===== src/rtl/evpc_pkg.sv =====
package evpc_pkg;
  localparam int unsigned CODE_W  = 6;
  localparam int unsigned EVT_W   = 1 << CODE_W;
  localparam int unsigned CTRL_W  = 16;
  localparam int unsigned ADDR_W  = 3;
  localparam int unsigned NUM_CTR = 2;
  localparam int unsigned WORD_W  = 32;
  localparam int unsigned VIEW_W  = 48;

  localparam int unsigned BIT_TSRC  = 8;
  localparam int unsigned BIT_CLR   = 13;
  localparam int unsigned BIT_START = 14;
  localparam int unsigned BIT_EN    = 15;

  localparam logic [CODE_W-1:0] CODE_ELAPSED = 6'h23;

  // Codes with an event behind them; everything else selects nothing.
  function automatic logic code_assigned(input logic [CODE_W-1:0] c);
    logic ok;
    ok = (c >= 6'h01) && (c <= 6'h29);
    if (c == 6'h0C || c == 6'h26) ok = 1'b0;
    if (c >= 6'h1B && c <= 6'h20) ok = 1'b0;
    return ok;
  endfunction

  function automatic logic [WORD_W-1:0] high_word(input logic [VIEW_W-1:0] v);
    return {16'h0000, v[VIEW_W-1:WORD_W]};
  endfunction

  function automatic logic [WORD_W-1:0] low_word(input logic [VIEW_W-1:0] v);
    return v[WORD_W-1:0];
  endfunction
endpackage


===== src/rtl/evpc_event_sel.sv =====
module evpc_event_sel
  import evpc_pkg::*;
(
  input  logic [EVT_W-1:0]  evt_i,
  input  logic [CODE_W-1:0] code_i,
  input  logic              tsrc_i,
  input  logic              tick_i,
  output logic              hit_o
);
  always_comb begin
    if (!code_assigned(code_i)) begin
      hit_o = 1'b0;
    end else if (code_i == CODE_ELAPSED) begin
      hit_o = tsrc_i ? tick_i : 1'b1;
    end else begin
      hit_o = evt_i[code_i];
    end
  end
endmodule


===== src/rtl/evpc_counter.sv =====
module evpc_counter #(
  parameter int unsigned CNT_W = 48
) (
  input  logic             clk_i,
  input  logic             rst_ni,
  input  logic             clr_i,
  input  logic             inc_i,
  output logic [CNT_W-1:0] cnt_o
);
  function automatic logic [CNT_W-1:0] step(input logic [CNT_W-1:0] v);
    return v + CNT_W'(1);
  endfunction

  always_ff @(posedge clk_i or negedge rst_ni) begin
    if (!rst_ni) begin
      cnt_o <= '0;
    end else if (clr_i) begin
      cnt_o <= '0;
    end else if (inc_i) begin
      cnt_o <= step(cnt_o);
    end
  end
endmodule


===== src/rtl/evt_perf_unit.sv =====
module evt_perf_unit
  import evpc_pkg::*;
#(
  parameter int unsigned CNT_W = 48
) (
  input  logic                clk_i,
  input  logic                rst_ni,
  input  logic [ADDR_W-1:0]   addr_i,
  input  logic                wr_en_i,
  input  logic [CTRL_W-1:0]   wr_data_i,
  output logic [WORD_W-1:0]   rd_data_o,
  input  logic [EVT_W-1:0]    evt_i,
  input  logic                tick_i
);
  localparam logic [CTRL_W-1:0] STORE_MASK = ~(CTRL_W'(1) << BIT_CLR);

  logic [CTRL_W-1:0] ctrl_q [NUM_CTR];
  logic [CNT_W-1:0]  cnt_w  [NUM_CTR];
  logic [NUM_CTR-1:0] sel_w;
  logic [NUM_CTR-1:0] clr_w;
  logic [NUM_CTR-1:0] run_w;
  logic [NUM_CTR-1:0] hit_w;
  logic [NUM_CTR-1:0] inc_w;
  logic [WORD_W-1:0]  rd_next;

  function automatic logic [VIEW_W-1:0] widen(input logic [CNT_W-1:0] v);
    logic [VIEW_W-1:0] r;
    r = '0;
    r[CNT_W-1:0] = v;
    return r;
  endfunction

  for (genvar k = 0; k < NUM_CTR; k++) begin : g_ctr
    assign sel_w[k] = wr_en_i && (addr_i == ADDR_W'(k));
    assign clr_w[k] = sel_w[k] && wr_data_i[BIT_CLR];
    assign run_w[k] = ctrl_q[k][BIT_START] && ctrl_q[k][BIT_EN];
    assign inc_w[k] = run_w[k] && hit_w[k];

    evpc_event_sel u_sel (
      .evt_i  (evt_i),
      .code_i (ctrl_q[k][CODE_W-1:0]),
      .tsrc_i (ctrl_q[k][BIT_TSRC]),
      .tick_i (tick_i),
      .hit_o  (hit_w[k])
    );

    evpc_counter #(.CNT_W(CNT_W)) u_cnt (
      .clk_i  (clk_i),
      .rst_ni (rst_ni),
      .clr_i  (clr_w[k]),
      .inc_i  (inc_w[k]),
      .cnt_o  (cnt_w[k])
    );
  end

  always_ff @(posedge clk_i or negedge rst_ni) begin
    if (!rst_ni) begin
      for (int k = 0; k < NUM_CTR; k++) ctrl_q[k] <= '0;
    end else begin
      for (int k = 0; k < NUM_CTR; k++) begin
        if (sel_w[k]) ctrl_q[k] <= wr_data_i & STORE_MASK;
      end
    end
  end

  always_comb begin
    case (addr_i)
      3'd0:    rd_next = {16'h0000, ctrl_q[0]};
      3'd1:    rd_next = {16'h0000, ctrl_q[1]};
      3'd2:    rd_next = high_word(widen(cnt_w[0]));
      3'd3:    rd_next = low_word(widen(cnt_w[0]));
      3'd4:    rd_next = high_word(widen(cnt_w[1]));
      3'd5:    rd_next = low_word(widen(cnt_w[1]));
      default: rd_next = '0;
    endcase
  end

  always_ff @(posedge clk_i or negedge rst_ni) begin
    if (!rst_ni) rd_data_o <= '0;
    else         rd_data_o <= rd_next;
  end
endmodule


===== config.mk =====
export PLATFORM = sky130hd
export DESIGN_NAME = evt_perf_unit
export DESIGN_NICKNAME = d
export VERILOG_FILES = /design/src/rtl/evpc_pkg.sv /design/src/rtl/evpc_event_sel.sv /design/src/rtl/evpc_counter.sv /design/src/rtl/evt_perf_unit.sv
export SDC_FILE = /design/constraint.sdc
export NUM_CORES = 1
export LEC_CHECK = 0
export ABC_CLOCK_PERIOD_IN_PS = 5300
export BUFFER_PORTS_ARGS = -buffer_cell sky130_fd_sc_hd__buf_2
export CORE_UTILIZATION = 47
export CTS_CLUSTER_SIZE = 30
export DETAILED_ROUTE_END_ITERATION = 10
export PLACE_DENSITY_LB_ADDON = 0.05
export REMOVE_ABC_BUFFERS = 1
export SYNTH_ARGS = -nofsm -noshare
export SYNTH_HDL_FRONTEND = slang
export SYNTH_SLANG_ARGS = --single-unit

===== constraint.sdc =====
create_clock -name clk_i -period 5.3 [get_ports clk_i]
set_input_delay 0.265 -clock clk_i [delete_from_list [all_inputs] [get_ports clk_i]]
set_output_delay 0.265 -clock clk_i [all_outputs]
set_load 0.01 [all_outputs]

### Yosys cells after proc, flatten, opt, wreduce, memory -nomap -nowiden

Index checks and enable logic that the tools add are counted.

| cells by class | value |
|---|---|
| add/subtract/negate cells | 2 |
| $lt $le $gt $ge | 10 |
| eq/ne operators | 11 |
| mux-type cells | 19 |
| reductions and logical operators | 17 |

Operator list:

| operator | count |
|---|---|
| $mux 48 | 4 |
| $pmux 32 s6 | 1 |
| $add 48x1->48 const B | 2 |
| $eq 6x6->1 const B | 4 |
| $le 6x6->1 const B | 4 |
| $lt 6x7->1 const B | 2 |
| $bmux 1 s6 | 2 |
| $eq 6x4->1 const B | 2 |
| $ge 6x1->1 const B | 2 |
| $ge 6x5->1 const B | 2 |
| $logic_and 1x1->1 | 12 |
| $mux 1 | 12 |
| $eq 3x2->1 const B | 2 |
| $eq 3x3->1 const B | 2 |
| $reduce_bool 2->1 | 2 |
| $eq 3x1->1 const B | 1 |
| $logic_not 3->1 | 1 |
| $logic_or 1x1->1 | 2 |

| word-level totals | value |
|---|---|
| register bits after elaboration | 158 |
| input bits | 87 |
| output and inout port bits | 32 |
| word-level logic and storage cells | 64 |

### Depth between registers and ports, before layout

Gate-level depths: netlist of the first run.

| depth | value |
|---|---|
| depth in word-level cells | 8 |
| gate-level depth with buffers | 12 |

### Cells and area by module

Synthesis of the first run repeated with hierarchy kept, for this count alone.

| unflattened totals | value |
|---|---|
| cells, all modules | 896 |
| area, all modules | 9210.1 µm² |

Modules (own cells, without submodules):

| module | instances | cells an instance | area an instance (µm²) | seq. area each (µm²) |
|---|---|---|---|---|
| evpc_counter | 2 | 274 | 2541.2 | 1201.2 |
| evt_perf_unit | 1 | 250 | 3131.8 | 1551.5 |
| evpc_event_sel | 2 | 49 | 498.0 | 0.0 |

### Least setup slack after synthesis of the first run

No wires, ideal clock.

| timing | value |
|---|---|
| path type | register to register |
| start | reg ctrl_q[0] (netlist name) |
| end | reg g_ctr[1].u_cnt.cnt_o[4] |
| data arrival time | 2.434 ns |
| setup slack | 2.734 ns |
| cell stages (with the launch flop) | 13 |
| clock period less this slack | 2.566 ns |
| cells stage by stage | dfrtp_1 buf_6 buf_6 mux4_2 nand3_1 o211ai_1 or3_1 clkbuf_1 nand3_1 buf_4 buf_4 xor2_1 nor2_1 |

| between the ends | value |
|---|---|
| word-level cells in the longest chain between the ends | 7 |
| elaborated cells on any way between the ends | 18 |

RTL lines:

| element | line | RTL |
|---|---|---|
| start, declared | evt_perf_unit.sv:17 | `logic [CTRL_W-1:0] ctrl_q [NUM_CTR];` |
| start signal, assigned by index | evt_perf_unit.sv:61 | `if (sel_w[k]) ctrl_q[k] <= wr_data_i & STORE_MASK;` |
| branches (longest 4 deep; another with $bmux 1 s6) | n/a |  |
| $mux 1 (*) | evpc_event_sel.sv:11 | `if (!code_assigned(code_i)) begin` |
| $logic_and 1x1->1 (*) | evt_perf_unit.sv:37 | `assign inc_w[k] = run_w[k] && hit_w[k];` |
| $reduce_bool 2->1 (no source line) (*) | n/a |  |
| end signal, assigned | evpc_counter.sv:20 | `cnt_o <= step(cnt_o);` |
| end, declared | evpc_counter.sv:8 | `output logic [CNT_W-1:0] cnt_o` |

Mark *: on every way between the ends. The select of a mux whose other input is x is not followed.
A chain may end at the register's enable or synchronous reset.

### Final worst setup path of the first run

| timing | value |
|---|---|
| start | reg ctrl_q[0] (netlist name) |
| end | reg g_ctr[1].u_cnt.cnt_o[32] |

Same word-level chain as after synthesis.

==> flow_summary.html, run 1 <==
<table>
<tr><th>Metric</th><th>Value</th></tr>
<tr><th colspan="2">Clock network</th></tr>
<tr><td>Setup Fix Bufs, Post-CTS</td><td>0</td></tr>
<tr><td># H-tree levels</td><td>4</td></tr>
<tr><td>Clock tree from TritonCTS</td><td>yes</td></tr>
<tr><td>Clk sinks</td><td>158</td></tr>
<tr><td>Master cell of the clock root buffer</td><td>sky130_fd_sc_hd__clkbuf_16</td></tr>
<tr><td>Number of buffers inserted during clock tree synthesis</td><td>17</td></tr>
<tr><td>Clock latency on the worst-skew pair</td><td>between 0.4 and 0.5 ns</td></tr>
<tr><td>Clk slew on worst S/H paths</td><td>0.06 ns</td></tr>
<tr><td>Maximum root-to-sink buffer count</td><td>2</td></tr>
<tr><th colspan="2">Logic synthesis</th></tr>
<tr><td>Async set or reset register ratio after synthesis</td><td>100%</td></tr>
<tr><td>Post-synthesis compound-gate area fraction</td><td>approximately 14%</td></tr>
<tr><td>Dominant cells by area after synthesis</td><td>sky130_fd_sc_hd__dfrtp_1 (43%), sky130_fd_sc_hd__mux4_2 (6.3%), sky130_fd_sc_hd__mux2_2 (5.1%)</td></tr>
<tr><td>Xor and xnor area share after synthesis</td><td>~3.6%</td></tr>
<tr><td>Number of flops mapped to enable cells by yosys</td><td>0</td></tr>
<tr><td>Synth Area per Inst</td><td>a little under 10 um2</td></tr>
<tr><td>Synth top area share</td><td>a little over two fifths</td></tr>
<tr><td>Yosys reg bits</td><td>158</td></tr>
<tr><td>Mux contribution to synthesized area</td><td>13.7%</td></tr>
<tr><td>Top-count cell post-synth</td><td>sky130_fd_sc_hd__dfrtp_1</td></tr>
<tr><td>Main synth FF type</td><td>sky130_fd_sc_hd__dfrtp_1</td></tr>
<tr><td>Synth Warn #</td><td>0</td></tr>
<tr><td>Cell area after technology mapping</td><td>0.00927 mm2</td></tr>
<tr><td>Cell count after synthesis</td><td>roughly 930</td></tr>
<tr><td>Arithmetic-cell share of the synthesized area counting full adders, half adders and majority gates</td><td>less than 1%</td></tr>
<tr><td>Sequential area share after synthesis</td><td>42.7%</td></tr>
<tr><td>Cell type with the highest aggregate area in the netlist</td><td>sky130_fd_sc_hd__dfrtp_1</td></tr>
<tr><td>Most numerous cell types in the synthesized netlist</td><td>sky130_fd_sc_hd__dfrtp_1 (158), sky130_fd_sc_hd__nor2_1 (65), sky130_fd_sc_hd__a21oi_1 (61)</td></tr>
<tr><td>Number of distinct library cells after synthesis</td><td>64</td></tr>
<tr><td>Post-synthesis simple-gate area fraction</td><td>21.7%</td></tr>
<tr><td>Largest family of logic cells by synthesized area</td><td>simple AND/OR/NAND/NOR gates</td></tr>
<tr><th colspan="2">Floorplanning</th></tr>
<tr><td>CORE AREA</td><td>0.0190 mm2</td></tr>
<tr><td>Width of the die</td><td>~140 um</td></tr>
<tr><td>Initial cell density of the core</td><td>around half</td></tr>
<tr><td>Num ports</td><td>119</td></tr>
<tr><td>Total die area</td><td>0.0203 mm2</td></tr>
<tr><td>Die Height</td><td>142 um</td></tr>
<tr><td>Number of rows in the core area</td><td>50</td></tr>
<tr><th colspan="2">Timing</th></tr>
<tr><td>Final period utilization</td><td>between 70% and 80%</td></tr>
<tr><td>Slew at the pin closest to its max-slew limit</td><td>1.03 ns</td></tr>
<tr><td>Final critical-path required period</td><td>3.79 ns</td></tr>
<tr><td>Setup-failing EPs final</td><td>0</td></tr>
<tr><td>Slew Limit Headroom</td><td>around a third</td></tr>
<tr><td>Largest clock skew in the final design</td><td>0.0116 ns</td></tr>
<tr><td>Highest clock frequency the design can meet</td><td>264 MHz</td></tr>
<tr><td>Unrepaired setup endpoints after global routing</td><td>no</td></tr>
<tr><td>Fin Setup TNS</td><td>0 ns</td></tr>
<tr><td>Final Slew Violations</td><td>0</td></tr>
<tr><td>Final-report hold violation count</td><td>0</td></tr>
<tr><th colspan="2">Placed design</th></tr>
<tr><td>Half-perimeter wire length after placement</td><td>about 18 mm</td></tr>
<tr><td>Cell area reported after detailed placement</td><td>0.00993 mm2</td></tr>
<tr><td>PortBufs</td><td>between 100 and 150</td></tr>
<tr><td>Routability congestion estimate</td><td>about 0.8</td></tr>
<tr><th colspan="2">Hold path</th></tr>
<tr><td>Worst Min Path Start</td><td>wr_data_i[10]</td></tr>
<tr><td>Classification of the worst-slack hold path</td><td>input pin to flop</td></tr>
<tr><td>End point of the most critical hold path</td><td>ctrl_q[10]</td></tr>
<tr><td>Number of stages on the worst hold path</td><td>2</td></tr>
<tr><th colspan="2">Job</th></tr>
<tr><td>Total of max-cap violations</td><td>0</td></tr>
<tr><th colspan="2">Power and ir drop</th></tr>
<tr><td>Worst vdd ir</td><td>181 uV</td></tr>
<tr><td>Static power due to leakage</td><td>0.00428 uW</td></tr>
<tr><td>Total power per unit cell area</td><td>310 mW/mm2</td></tr>
<tr><td>Total Power</td><td>about 3300 uW</td></tr>
<tr><th colspan="2">Global routing</th></tr>
<tr><td>Maximum number of pins on one net before global-route repair</td><td>just over 100</td></tr>
<tr><td>Overall track demand over capacity in global routing</td><td>26.5%</td></tr>
<tr><td>Most congested layer reported by global routing</td><td>met2</td></tr>
<tr><td>Wire length of the first global-routing pass</td><td>40.4 mm</td></tr>
<tr><td>Fraction of met1 tracks used by global routing</td><td>between 30% and 40%</td></tr>
<tr><td>Number of global-route vias before repair</td><td>7131</td></tr>
<tr><td>Met3 usage in global routing</td><td>4.98%</td></tr>
<tr><td>Met2 layer usage reported by global route</td><td>41.2%</td></tr>
<tr><td>Leftover overflow at the end of global routing</td><td>0</td></tr>
<tr><td>Number of antenna violations at the first check in global routing</td><td>0</td></tr>
<tr><th colspan="2">Detailed routing</th></tr>
<tr><td>Vias</td><td>7638</td></tr>
<tr><td>Number of optimization iterations in the first detailed-route pass</td><td>5</td></tr>
<tr><td>Vias per cell</td><td>5.99</td></tr>
<tr><td>Number of nets with antenna violations after routing</td><td>0</td></tr>
<tr><td>Number of remaining DRC errors</td><td>0</td></tr>
<tr><td>Total wire length after detailed routing</td><td>between 20 and 30 mm</td></tr>
<tr><td>DR WL/cell</td><td>20.0 um</td></tr>
<tr><td>Number of DRC markers after the initial detailed-route iteration</td><td>roughly 620</td></tr>
<tr><th colspan="2">Cells and area</th></tr>
<tr><td>Area growth from synthesis to layout</td><td>13.5%</td></tr>
<tr><td>Number of diodes added for antenna fixing</td><td>0</td></tr>
<tr><td>Fraction of layout instances using a drive strength above 1</td><td>22.8%</td></tr>
<tr><td>Final #Nets</td><td>1091</td></tr>
<tr><td>Cell area after layout</td><td>~0.011 mm2</td></tr>
<tr><td>Filler cell count</td><td>1790</td></tr>
<tr><th colspan="2">Setup path</th></tr>
<tr><td>Highest net fanout along the worst path</td><td>25</td></tr>
<tr><td>Worst Setup End Kind</td><td>flop</td></tr>
<tr><td>Cell count of the worst reg-to-reg path</td><td>7</td></tr>
<tr><td>Crit path required time</td><td>roughly 5.6 ns</td></tr>
<tr><td>Setup Crit Path Kind</td><td>flop to flop</td></tr>
<tr><td>Endpoint arrival time on the critical path</td><td>approximately 4.1 ns</td></tr>
<tr><td>Beginning of the worst register-to-register path</td><td>ctrl_q[0]</td></tr>
<tr><td>Register-to-register setup slack</td><td>1.51 ns</td></tr>
<tr><td>Worst reg2reg path endpoint</td><td>g_ctr[1].u_cnt.cnt_o[32]</td></tr>
<tr><td>Crit start category</td><td>flop</td></tr>
<tr><th colspan="2">Outcome</th></tr>
<tr><td>Result of the run</td><td>completed</td></tr>
</table>
==> area by class of cell <==
cell class | instances | area (um2) | area share (%)
Clock buffer | 23 | 468 | 4.45
Clock inverter | 9 | 111 | 1.06
Inverter | 21 | 78.8 | 0.750
Multi-Input combinational cell | 690 | 4970 | 47.3
Sequential cell | 158 | 3950 | 37.6
Tap cell | 260 | 325 | 3.09
Timing Repair Buffer | 114 | 609 | 5.79
==> registers in the layout (all words and copies together), names as in the netlist <==
register / flops
rd_data_o: 32
ctrl_q: 30
g_ctr.u_cnt.cnt_o: 96
==> critical path: stages (launching register included) <==
cell and delay [ns]:
sky130_fd_sc_hd__dfrtp_1 0.98, sky130_fd_sc_hd__mux2i_1 0.18, sky130_fd_sc_hd__mux4_2 0.51, sky130_fd_sc_hd__a22o_1 0.25
sky130_fd_sc_hd__nor2_2 0.26, sky130_fd_sc_hd__nand3_1 0.70, sky130_fd_sc_hd__or4_1 0.67, sky130_fd_sc_hd__a21oi_1 0.16
==> what timing repair did <==
action | 4_1_cts | 5_1_grt
hold buffers | 1 | 0
endpoints found under the hold margin | 3 | 0
gates resized for setup | 0 | 0
==> metrics by stage <==
stage / worst slack, ns / cells / hold WS (ns) / utilization, %
3_5_place_dp: 1.45 / 1242 / 0.443 / 52.2
3_3_place_gp: 1.52 / 1242 / 0.442 / 52.2
4_1_cts: 1.45 / 1275 / 0.0586 / 55.3
6_report: 1.51 / 1275 / 0.0811 / 55.3
2_1_floorplan: 1.44 / 869 / -0.0306 / -
5_1_grt: 1.19 / 1275 / 0.0640 / 55.3
==> kinds of logic after synthesis <==
kind of cell / after synthesis
muxes: 89
xor gates and xnor gates: 38
AOI/OAI and AO/OA: 204
buffers and inverters: 86
adders and majority gates: 2
DFF: 158
and+or+nand+nor: 357
==> how the worst max path moves through the flow <==
| stage | end | slack, ns | from |
|---|---|---|---|
| after global routing | g_ctr[1].u_cnt.cnt_o[28] | 1.19 | ctrl_q[0] |
| final | g_ctr[1].u_cnt.cnt_o[32] | 1.51 | ctrl_q[0] |
| after floorplan | g_ctr[0].u_cnt.cnt_o[45] | 1.44 | ctrl_q[16] |
| after CTS | g_ctr[1].u_cnt.cnt_o[32] | 1.45 | ctrl_q[0] |
| after global placement | g_ctr[1].u_cnt.cnt_o[32] | 1.52 | ctrl_q[0] |
| after detailed placement | g_ctr[1].u_cnt.cnt_o[32] | 1.45 | ctrl_q[0] |
==> routing by layer <==
| metal | vias to the layer above | wire length, um |
|---|---|---|
| li1 | 3636 | - |
| met1 | 3791 | 12200 |
| met2 | 195 | 11900 |
| met3 | 16 | 1150 |
| met4 | 0 | 251 |
| met5 | - | 0 |
==> cells in the final DEF, fill, tap and decap left out, types with 10 or more instances in the layout <==
cell type                   Yosys  routed
sky130_fd_sc_hd__dfrtp_1      158     158
sky130_fd_sc_hd__buf_2         10     101
sky130_fd_sc_hd__nor2_1        65      65
sky130_fd_sc_hd__a21oi_1       61      61
sky130_fd_sc_hd__nand2_1       57      57
sky130_fd_sc_hd__mux2_2        42      42
sky130_fd_sc_hd__nand3_1       39      39
sky130_fd_sc_hd__o21ai_0       38      38
sky130_fd_sc_hd__or3_1         28      28
sky130_fd_sc_hd__mux4_2        26      26
sky130_fd_sc_hd__inv_1         21      21
sky130_fd_sc_hd__a22oi_1       21      21
sky130_fd_sc_hd__mux2i_1       21      21
sky130_fd_sc_hd__nor4_1        21      21
sky130_fd_sc_hd__or4_1         20      20
sky130_fd_sc_hd__xnor2_1       20      20
sky130_fd_sc_hd__nor2b_1       19      19
sky130_fd_sc_hd__nand4_1       19      19
sky130_fd_sc_hd__xor2_1        18      18
sky130_fd_sc_hd__o31ai_1       17      17
sky130_fd_sc_hd__clkbuf_16      0      17
sky130_fd_sc_hd__nor3_1        17      16
sky130_fd_sc_hd__o21a_1        15      15
sky130_fd_sc_hd__and2_1        13      12
sky130_fd_sc_hd__o2111ai_1     11      11
sky130_fd_sc_hd__buf_4          4      11
sky130_fd_sc_hd__o22ai_1       10      10
sky130_fd_sc_hd__and4_1        10      10
==> power by group <==
group / leakage [uW] / internal, uW / switching [uW] / total, uW
Combinational: 0.00188 / 285 / 295 / 580
Sequential: 0.00212 / 1300 / 164 / 1460
Clock: 0.000277 / 719 / 497 / 1220
No activity file was read; power rests on OpenSTA's default activity.
==> run 2: changes to the inputs <==
Settings changed: ABC_CLOCK_PERIOD_IN_PS 5300 to 3200.
Clock period 5.3 ns to 3.2 ns, I/O delays scaled along.
==> run 2 against run 1 <==
Net effect:
- sequential power grew 63%
- clock power up 55%
- sequential cell count is the same
- non-clock buffer count is 43 higher
- die area unchanged
- combinational power increased by 84%
- clock-buffer cell count is 1 lower
- largest cell class unchanged
- largest power group unchanged
==> flow_summary.html, run 2 (synthesis gave the netlist of run 1 again) <==
<table>
<tr><th>Metric</th><th>Value</th></tr>
<tr><th colspan="2">Outcome</th></tr>
<tr><td>Result of the run</td><td>completed</td></tr>
<tr><th colspan="2">Cells and area</th></tr>
<tr><td>Largest regs</td><td>g_ctr.u_cnt.cnt_o (96), rd_data_o (32), ctrl_q (30)</td></tr>
<tr><td>Register ranked first by flip-flop count</td><td>g_ctr.u_cnt.cnt_o</td></tr>
<tr><td>Fraction of layout instances using a drive strength above 1</td><td>24.6%</td></tr>
<tr><td>Area growth from synthesis to layout</td><td>17.0%</td></tr>
<tr><td>Max FFs per register</td><td>96</td></tr>
<tr><td>Final #Nets</td><td>about 1100</td></tr>
<tr><td>Number of diodes added for antenna fixing</td><td>0</td></tr>
<tr><td>Cell area after layout</td><td>0.0108 mm2</td></tr>
<tr><td>Leading cell types in the layout, fill and taps excluded</td><td>sky130_fd_sc_hd__dfrtp_1 (158), sky130_fd_sc_hd__buf_2 (101), sky130_fd_sc_hd__nor2_1 (65), sky130_fd_sc_hd__a21oi_1 (61), sky130_fd_sc_hd__nand2_1 (57)</td></tr>
<tr><td>Most common library cell in the layout ignoring fill and taps</td><td>sky130_fd_sc_hd__dfrtp_1</td></tr>
<tr><th colspan="2">Timing</th></tr>
<tr><td>Highest clock frequency the design can meet</td><td>around 330 MHz</td></tr>
<tr><td>Final-report hold violation count</td><td>0</td></tr>
<tr><td>Final Slew Violations</td><td>0</td></tr>
<tr><td>Setup-failing EPs final</td><td>0</td></tr>
<tr><td>Hold slack final</td><td>0.0164 ns</td></tr>
<tr><td>Unrepaired setup endpoints after global routing</td><td>no</td></tr>
<tr><td>Final period utilization</td><td>94.7%</td></tr>
<tr><td>Slew Limit Headroom</td><td>between 40% and 50%</td></tr>
<tr><td>Slew at the pin closest to its max-slew limit</td><td>0.844 ns</td></tr>
<tr><td>Final critical-path required period</td><td>between 3 and 4 ns</td></tr>
<tr><td>Worst setup slack after layout</td><td>0.170 ns</td></tr>
<tr><td>Largest clock skew in the final design</td><td>0.0175 ns</td></tr>
<tr><th colspan="2">Global routing</th></tr>
<tr><td>Number of antenna violations at the first check in global routing</td><td>0</td></tr>
<tr><td>Most congested layer reported by global routing</td><td>met2</td></tr>
<tr><td>Met3 usage in global routing</td><td>approximately 5.6%</td></tr>
<tr><td>Met2 layer usage reported by global route</td><td>about 42%</td></tr>
<tr><td>Number of global-route vias before repair</td><td>roughly 7400</td></tr>
<tr><td>Wire length of the first global-routing pass</td><td>roughly 42 mm</td></tr>
<tr><td>Leftover overflow at the end of global routing</td><td>0</td></tr>
<tr><td>Maximum number of pins on one net before global-route repair</td><td>80</td></tr>
<tr><td>Fraction of met1 tracks used by global routing</td><td>38.8%</td></tr>
<tr><td>Overall track demand over capacity in global routing</td><td>27.3%</td></tr>
<tr><th colspan="2">Clock network</th></tr>
<tr><td># H-tree levels</td><td>4</td></tr>
<tr><td>Number of buffers inserted during clock tree synthesis</td><td>17</td></tr>
<tr><td>Clock tree from TritonCTS</td><td>yes</td></tr>
<tr><td>Clock latency on the worst-skew pair</td><td>0.44 ns</td></tr>
<tr><td>Setup Fix Bufs, Post-CTS</td><td>0</td></tr>
<tr><td>Clk sinks</td><td>158</td></tr>
<tr><td>Maximum root-to-sink buffer count</td><td>2</td></tr>
<tr><td>Clk slew on worst S/H paths</td><td>0.06 ns</td></tr>
<tr><td>Master cell of the clock root buffer</td><td>sky130_fd_sc_hd__clkbuf_16</td></tr>
<tr><th colspan="2">Detailed routing</th></tr>
<tr><td>Number of remaining DRC errors</td><td>0</td></tr>
<tr><td>Number of nets with antenna violations after routing</td><td>0</td></tr>
<tr><td>Total wire length after detailed routing</td><td>26.1 mm</td></tr>
<tr><td>Vias</td><td>7861</td></tr>
<tr><td>Vias per cell</td><td>5.97</td></tr>
<tr><td>Number of DRC markers after the initial detailed-route iteration</td><td>496</td></tr>
<tr><td>DR WL/cell</td><td>19.8 um</td></tr>
<tr><td>Number of optimization iterations in the first detailed-route pass</td><td>5</td></tr>
<tr><th colspan="2">Power and ir drop</th></tr>
<tr><td>Worst vdd ir</td><td>332 uV</td></tr>
<tr><td>Total Power</td><td>about 5300 uW</td></tr>
<tr><td>Static power due to leakage</td><td>0.00446 uW</td></tr>
<tr><td>Total power per unit cell area</td><td>just under 500 mW/mm2</td></tr>
<tr><th colspan="2">Floorplanning</th></tr>
<tr><td>Initial cell density of the core</td><td>roughly 49%</td></tr>
<tr><td>Number of rows in the core area</td><td>50</td></tr>
<tr><td>Num ports</td><td>119</td></tr>
<tr><td>CORE AREA</td><td>around 0.019 mm2</td></tr>
<tr><td>Width of the die</td><td>142 um</td></tr>
<tr><td>Die Height</td><td>between 100 and 150 um</td></tr>
<tr><td>Total die area</td><td>0.0203 mm2</td></tr>
<tr><th colspan="2">Setup path</th></tr>
<tr><td>Beginning of the worst register-to-register path</td><td>ctrl_q[0]</td></tr>
<tr><td>Highest net fanout along the worst path</td><td>16</td></tr>
<tr><td>Critical Path Start</td><td>ctrl_q[0]</td></tr>
<tr><td>Crit start category</td><td>flop</td></tr>
<tr><td>Endpoint arrival time on the critical path</td><td>3.38 ns</td></tr>
<tr><td>Setup Crit Path Kind</td><td>flop to flop</td></tr>
<tr><td>Worst Setup End Kind</td><td>flop</td></tr>
<tr><td>Crit path required time</td><td>3.55 ns</td></tr>
<tr><th colspan="2">Placed design</th></tr>
<tr><td>Setup Slack @ Placement</td><td>roughly 0.22 ns</td></tr>
<tr><td>PortBufs</td><td>102</td></tr>
<tr><td>Cell area reported after detailed placement</td><td>just over 0.01 mm2</td></tr>
<tr><td>Routability congestion estimate</td><td>0.797</td></tr>
<tr><td>Half-perimeter wire length after placement</td><td>about 18 mm</td></tr>
<tr><th colspan="2">Hold path</th></tr>
<tr><td>Worst Min Path Start</td><td>wr_data_i[15]</td></tr>
<tr><td>Classification of the worst-slack hold path</td><td>input pin to flop</td></tr>
<tr><th colspan="2">Job</th></tr>
<tr><td>Total of max-cap violations</td><td>0</td></tr>
</table>
-- run 2: cell types whose count changed in the layout (fill, tap and decap cells not counted), moves of 2 or more --
cell | previous run | this run
sky130_fd_sc_hd__buf_4 | 11 | 39
sky130_fd_sc_hd__bufinv_16 | 2 | 0
sky130_fd_sc_hd__clkbuf_1 | 4 | 2
sky130_fd_sc_hd__clkinv_4 | 3 | 1
sky130_fd_sc_hd__clkinvlp_4 | 2 | 4
sky130_fd_sc_hd__dlygate4sd3_1 | 1 | 15
-- run 2: worst max-delay path, cell delays in order, from the launching register on --
cell and delay, ns:
sky130_fd_sc_hd__dfrtp_1 0.54, sky130_fd_sc_hd__buf_4 0.25, sky130_fd_sc_hd__mux4_2 0.34, sky130_fd_sc_hd__nand3b_1 0.08
sky130_fd_sc_hd__a31oi_1 0.28, sky130_fd_sc_hd__or3_1 0.32, sky130_fd_sc_hd__nand2_1 0.37, sky130_fd_sc_hd__or4_1 0.60
sky130_fd_sc_hd__a21oi_1 0.16
-- run 2: worst paths after layout --
path,endpoint,slack [ns],cells past startpoint
max,g_ctr[1].u_cnt.cnt_o[43],0.17,8
min,ctrl_q[31],0.02,2
max reg2reg,g_ctr[1].u_cnt.cnt_o[43],0.17,8
min reg2reg,ctrl_q[27],0.51,1
max in group asynchronous,g_ctr[0].u_cnt.cnt_o[18],2.07,3
min in group asynchronous,g_ctr[0].u_cnt.cnt_o[34],0.33,2
-- run 2: final cells by class --
type / instances / area [um2]
fillers: 1731 / 8180
inverters: 21 / 78.8
well taps: 260 / 325
clock inverters: 9 / 62.6
clock buffers: 22 / 474
multi-input cells: 690 / 4970
flip-flops and latches: 158 / 3950
repair buffers: 157 / 980
-- run 2: per-stage QoR --
stage / util [%] / setup TNS [ns] / instances
after floorplan: - / -10.41 / 869
after global placement: 53.4 / 0 / 1271
after detailed placement: 53.4 / 0 / 1271
after CTS: 57.0 / 0 / 1316
after global routing: 57.0 / 0 / 1317
final: 57.0 / 0 / 1317
-- run 2: what timing repair did --
action	in CTS	in global routing
endpoints found under the hold margin	102	1
resized for setup	0	0
setup endpoints to repair	0	0
hold buffers	14	1
-- run 2: metal layers --
metal / part of all wire (%) / wire (um)
met1: 46 / 12100
met2: 47 / 12200
met3: 5.2 / 1370
met4: 1.7 / 455
met5: 0 / 0
-- run 2: power breakdown --
part           leakage [uW]  switching, uW  internal (uW)  total (uW)
combinational       0.00208            546            529        1070
sequential          0.00212            226           2160        2380
clock              0.000254            844           1050        1890
==> run 3: changes to the inputs <==
Settings changed: ABC_AREA set to 1, ABC_CLOCK_PERIOD_IN_PS 3200 to 3150, SKIP_CTS_REPAIR_TIMING set to 1.
Clock period 3.2 ns to 3.15 ns, I/O delays scaled along.
==> run 3 against run 2 <==
Net effect:
- the flow now finishes with violations (negative hold slack)
- wire length increased by 43%
- synthesized cell count up 85%
- combinational power up 57%
==> flow_summary.html, run 3 <==
<table>
<tr><th>Metric</th><th>Value</th></tr>
<tr><th colspan="2">Detailed routing</th></tr>
<tr><td>Number of remaining DRC errors</td><td>0</td></tr>
<tr><td>Vias</td><td>11500</td></tr>
<tr><td>Vias per cell</td><td>5.33</td></tr>
<tr><td>DR WL/cell</td><td>17.4 um</td></tr>
<tr><td>Number of optimization iterations in the first detailed-route pass</td><td>5</td></tr>
<tr><td>Number of DRC markers after the initial detailed-route iteration</td><td>about 970</td></tr>
<tr><td>Number of nets with antenna violations after routing</td><td>0</td></tr>
<tr><td>Total wire length after detailed routing</td><td>approximately 37 mm</td></tr>
<tr><th colspan="2">Cells and area</th></tr>
<tr><td>Most common library cell in the layout ignoring fill and taps</td><td>sky130_fd_sc_hd__nand2_1</td></tr>
<tr><td>Finished Core Util</td><td>between 50% and 60%</td></tr>
<tr><td>Max FFs per register</td><td>between 90 and 100</td></tr>
<tr><td>Fraction of layout instances using a drive strength above 1</td><td>10.4%</td></tr>
<tr><td>Largest regs</td><td>g_ctr.u_cnt.cnt_o (96), rd_data_o (32), ctrl_q (30)</td></tr>
<tr><td>Register ranked first by flip-flop count</td><td>g_ctr.u_cnt.cnt_o</td></tr>
<tr><td>Cell area after layout</td><td>0.0127 mm2</td></tr>
<tr><td>Final #Nets</td><td>about 1900</td></tr>
<tr><td>Area growth from synthesis to layout</td><td>14.2%</td></tr>
<tr><td>Leading cell types in the layout, fill and taps excluded</td><td>sky130_fd_sc_hd__nand2_1 (586), sky130_fd_sc_hd__inv_1 (209), sky130_fd_sc_hd__nor2_1 (189), sky130_fd_sc_hd__nand3_1 (158), sky130_fd_sc_hd__dfrtp_1 (157)</td></tr>
<tr><th colspan="2">Setup path</th></tr>
<tr><td>Count of buffer and inverter cells on the critical path</td><td>2</td></tr>
<tr><td>Category of cells accounting for the largest share of critical-path delay</td><td>simple AND/OR/NAND/NOR gates</td></tr>
<tr><td>Register-to-register setup slack</td><td>0.56 ns</td></tr>
<tr><td>Highest net fanout along the worst path</td><td>48</td></tr>
<tr><td>Worst reg2reg path endpoint</td><td>g_ctr[0].u_cnt.cnt_o[17]</td></tr>
<tr><td>Crit path required time</td><td>3.47 ns</td></tr>
<tr><td>Cell with the largest stage delay on the worst path</td><td>sky130_fd_sc_hd__dfrtp_1</td></tr>
<tr><td>Worst Setup End Kind</td><td>flop</td></tr>
<tr><td>Slowest cell delay on critical path</td><td>~0.77 ns</td></tr>
<tr><td>Worst path most repeated cell</td><td>sky130_fd_sc_hd__nand2_1</td></tr>
<tr><td>Cell count of the worst reg-to-reg path</td><td>14</td></tr>
<tr><td>Crit start category</td><td>flop</td></tr>
<tr><td>Setup Crit Path Kind</td><td>flop to flop</td></tr>
<tr><td>Worst path cell trace</td><td>inv_1, nand2_1, nand2_1, nand2_1, nand2_1, nand2_1, nand3_1, nor2_1, nor2_1, nor2_1, nand3_2, buf_4, nand3_1, nand2_1</td></tr>
<tr><td>Endpoint arrival time on the critical path</td><td>2.91 ns</td></tr>
<tr><td>Beginning of the worst register-to-register path</td><td>ctrl_q[16]</td></tr>
<tr><th colspan="2">Logic synthesis</th></tr>
<tr><td>Cell count after synthesis</td><td>1725</td></tr>
<tr><td>Yosys reg bits</td><td>158</td></tr>
<tr><td>Dominant cells by area after synthesis</td><td>sky130_fd_sc_hd__dfrtp_1 (35%), sky130_fd_sc_hd__nand2_1 (20%), sky130_fd_sc_hd__nand3_1 (7.1%)</td></tr>
<tr><td>Most numerous cell types in the synthesized netlist</td><td>sky130_fd_sc_hd__nand2_1 (587), sky130_fd_sc_hd__inv_1 (209), sky130_fd_sc_hd__nor2_1 (189)</td></tr>
<tr><td>Synth Area per Inst</td><td>6.46 um2</td></tr>
<tr><td>Async set or reset register ratio after synthesis</td><td>100%</td></tr>
<tr><td>Number of distinct library cells after synthesis</td><td>35</td></tr>
<tr><td>Synth top area share</td><td>~35%</td></tr>
<tr><td>Cell area after technology mapping</td><td>0.0111 mm2</td></tr>
<tr><td>Number of flops mapped to enable cells by yosys</td><td>0</td></tr>
<tr><td>Cell type with the highest aggregate area in the netlist</td><td>sky130_fd_sc_hd__dfrtp_1</td></tr>
<tr><td>Top-count cell post-synth</td><td>sky130_fd_sc_hd__nand2_1</td></tr>
<tr><td>Synth Warn #</td><td>0</td></tr>
<tr><td>Main synth FF type</td><td>sky130_fd_sc_hd__dfrtp_1</td></tr>
<tr><td>Sequential area share after synthesis</td><td>a little over a third</td></tr>
<tr><th colspan="2">Timing</th></tr>
<tr><td>Unrepaired setup endpoints after global routing</td><td>no</td></tr>
<tr><td>Final critical-path required period</td><td>about 2.6 ns</td></tr>
<tr><td>Fin Setup TNS</td><td>0 ns</td></tr>
<tr><td>Final Slew Violations</td><td>0</td></tr>
<tr><td>Worst setup slack after layout</td><td>0.557 ns</td></tr>
<tr><td>Highest clock frequency the design can meet</td><td>386 MHz</td></tr>
<tr><td>Largest clock skew in the final design</td><td>around 0.014 ns</td></tr>
<tr><td>Slew at the pin closest to its max-slew limit</td><td>0.959 ns</td></tr>
<tr><td>Hold slack final</td><td>-0.00505 ns</td></tr>
<tr><td>Final period utilization</td><td>just over 80%</td></tr>
<tr><td>Setup-failing EPs final</td><td>0</td></tr>
<tr><td>Slew Limit Headroom</td><td>36.0%</td></tr>
<tr><td>Final-report hold violation count</td><td>1</td></tr>
<tr><th colspan="2">Clock network</th></tr>
<tr><td>Clock latency on the worst-skew pair</td><td>0.44 ns</td></tr>
<tr><td>Maximum root-to-sink buffer count</td><td>2</td></tr>
<tr><td>Clock tree from TritonCTS</td><td>yes</td></tr>
<tr><td>Number of buffers inserted during clock tree synthesis</td><td>17</td></tr>
<tr><td># H-tree levels</td><td>4</td></tr>
<tr><td>Clk slew on worst S/H paths</td><td>0.07 ns</td></tr>
<tr><td>Master cell of the clock root buffer</td><td>sky130_fd_sc_hd__clkbuf_16</td></tr>
<tr><td>Clk sinks</td><td>~160</td></tr>
<tr><th colspan="2">Global routing</th></tr>
<tr><td>Overall track demand over capacity in global routing</td><td>31.5%</td></tr>
<tr><td>Number of antenna violations at the first check in global routing</td><td>0</td></tr>
<tr><td>Number of global-route vias before repair</td><td>approximately 11000</td></tr>
<tr><td>Maximum number of pins on one net before global-route repair</td><td>just under 100</td></tr>
<tr><td>Leftover overflow at the end of global routing</td><td>0</td></tr>
<tr><td>Wire length of the first global-routing pass</td><td>58.7 mm</td></tr>
<tr><th colspan="2">Power and ir drop</th></tr>
<tr><td>Total power per unit cell area</td><td>511 mW/mm2</td></tr>
<tr><td>Static power due to leakage</td><td>0.00658 uW</td></tr>
<tr><td>Worst vdd ir</td><td>roughly 330 uV</td></tr>
<tr><th colspan="2">Placed design</th></tr>
<tr><td>Cell area reported after detailed placement</td><td>0.0120 mm2</td></tr>
<tr><td>Half-perimeter wire length after placement</td><td>28.1 mm</td></tr>
<tr><td>Routability congestion estimate</td><td>about 0.94</td></tr>
<tr><td>Setup Slack @ Placement</td><td>0.351 ns</td></tr>
<tr><td>PortBufs</td><td>118</td></tr>
<tr><th colspan="2">Hold path</th></tr>
<tr><td>End point of the most critical hold path</td><td>ctrl_q[9]</td></tr>
<tr><td>Classification of the worst-slack hold path</td><td>input pin to flop</td></tr>
<tr><td>Worst Min Path Start</td><td>wr_data_i[9]</td></tr>
<tr><td>Number of stages on the worst hold path</td><td>3</td></tr>
<tr><th colspan="2">Job</th></tr>
<tr><td>Total of max-cap violations</td><td>0</td></tr>
<tr><th colspan="2">Floorplanning</th></tr>
<tr><td>Number of rows in the core area</td><td>55</td></tr>
<tr><td>Width of the die</td><td>156 um</td></tr>
<tr><td>Total die area</td><td>0.0243 mm2</td></tr>
<tr><td>Die Height</td><td>156 um</td></tr>
<tr><td>Num ports</td><td>119</td></tr>
<tr><td>CORE AREA</td><td>0.0229 mm2</td></tr>
<tr><td>Initial cell density of the core</td><td>48.6%</td></tr>
<tr><th colspan="2">Outcome</th></tr>
<tr><td>Result of the run</td><td>finished with violations</td></tr>
<tr><td>Violated checks</td><td>negative hold slack</td></tr>
</table>
==> run 3: cell count changes after synthesis, sizes merged, moves of 23 or more <==
| cell | before | now |
|---|---|---|
| inv | 21 | 213 |
| mux2 | 42 | 0 |
| xor2 | 18 | 82 |
| nor2 | 67 | 191 |
| or3 | 29 | 0 |
| a21oi | 61 | 18 |
| nand3 | 39 | 159 |
| o21ai | 38 | 66 |
| nand4 | 21 | 58 |
| nand2 | 57 | 588 |
| mux4 | 26 | 0 |
| or4 | 23 | 0 |
| nor3 | 18 | 46 |
==> run 3: worst max-delay path by stage <==
stage | startpoint | end | slack (ns) | depth (start not counted)
final | ctrl_q[16] | g_ctr[0].u_cnt.cnt_o[17] | 0.56 | 14
after global routing | ctrl_q[0] | g_ctr[1].u_cnt.cnt_o[22] | 0.28 | 15
after CTS | ctrl_q[0] | g_ctr[1].u_cnt.cnt_o[27] | 0.32 | 15
after detailed placement | ctrl_q[0] | g_ctr[1].u_cnt.cnt_o[38] | 0.35 | 15
after global placement | ctrl_q[0] | g_ctr[1].u_cnt.cnt_o[21] | 0.42 | 15
after floorplan | ctrl_q[0] | g_ctr[1].u_cnt.cnt_o[0] | -1.79 | 7
==> run 3: final cells by class <==
cell class | instances | area [um2]
Antenna cell | 1 | 2.50
Clock buffer | 17 | 425
Clock inverter | 15 | 184
Fill cell | 2356 | 10200
Inverter | 215 | 810
Multi-Input combinational cell | 1277 | 6010
Sequential cell | 158 | 3960
Tap cell | 313 | 392
Timing Repair Buffer | 155 | 950
==> run 3: worst register-to-register path, stage by stage (launching register included) <==
cell	delay [ns]
sky130_fd_sc_hd__dfrtp_1	0.77
sky130_fd_sc_hd__inv_1	0.29
sky130_fd_sc_hd__nand2_1	0.12
sky130_fd_sc_hd__nand2_1	0.06
sky130_fd_sc_hd__nand2_1	0.05
sky130_fd_sc_hd__nand2_1	0.10
sky130_fd_sc_hd__nand2_1	0.08
sky130_fd_sc_hd__nand3_1	0.08
sky130_fd_sc_hd__nor2_1	0.13
sky130_fd_sc_hd__nor2_1	0.06
sky130_fd_sc_hd__nor2_1	0.11
sky130_fd_sc_hd__nand3_2	0.11
sky130_fd_sc_hd__buf_4	0.31
sky130_fd_sc_hd__nand3_1	0.14
sky130_fd_sc_hd__nand2_1	0.07
==> run 3: cell families (layout without fill, tap and decap cells) <==
group,after synthesis,in the layout,share of synthesized area [%]
and+or+nand+nor,1050,1050,39.3
buffers and inverters,290,402,10.8
DFF,158,158,35.5
AOI/OAI and AO/OA,135,135,7.11
xor gates and xnor gates,90,90,7.07
adders and majority gates,2,2,0.225
other,0,1,0
==> run 3: per-layer routing <==
layer | wire length (um) | track usage [%]
met3 | 2690 | 3.94
met1 | 17400 | 46.6
met2 | 16800 | 49.1
met5 | 0 | 0
met4 | 446 | 6.58
==> run 3: report_power, final <==
part           switching [uW]  internal [uW]  total (uW)
Sequential                383           2300        2680
Combinational            1100            584        1680
Clock                    1050           1090        2140
Total                    2540           3970        6500
==> run 3: per-stage QoR <==
step	instances	power, uW
floorplan	1650	3670
global placement	2108	4350
detailed placement	2108	4380
CTS	2140	6510
global route	2150	6880
finish	2151	6500
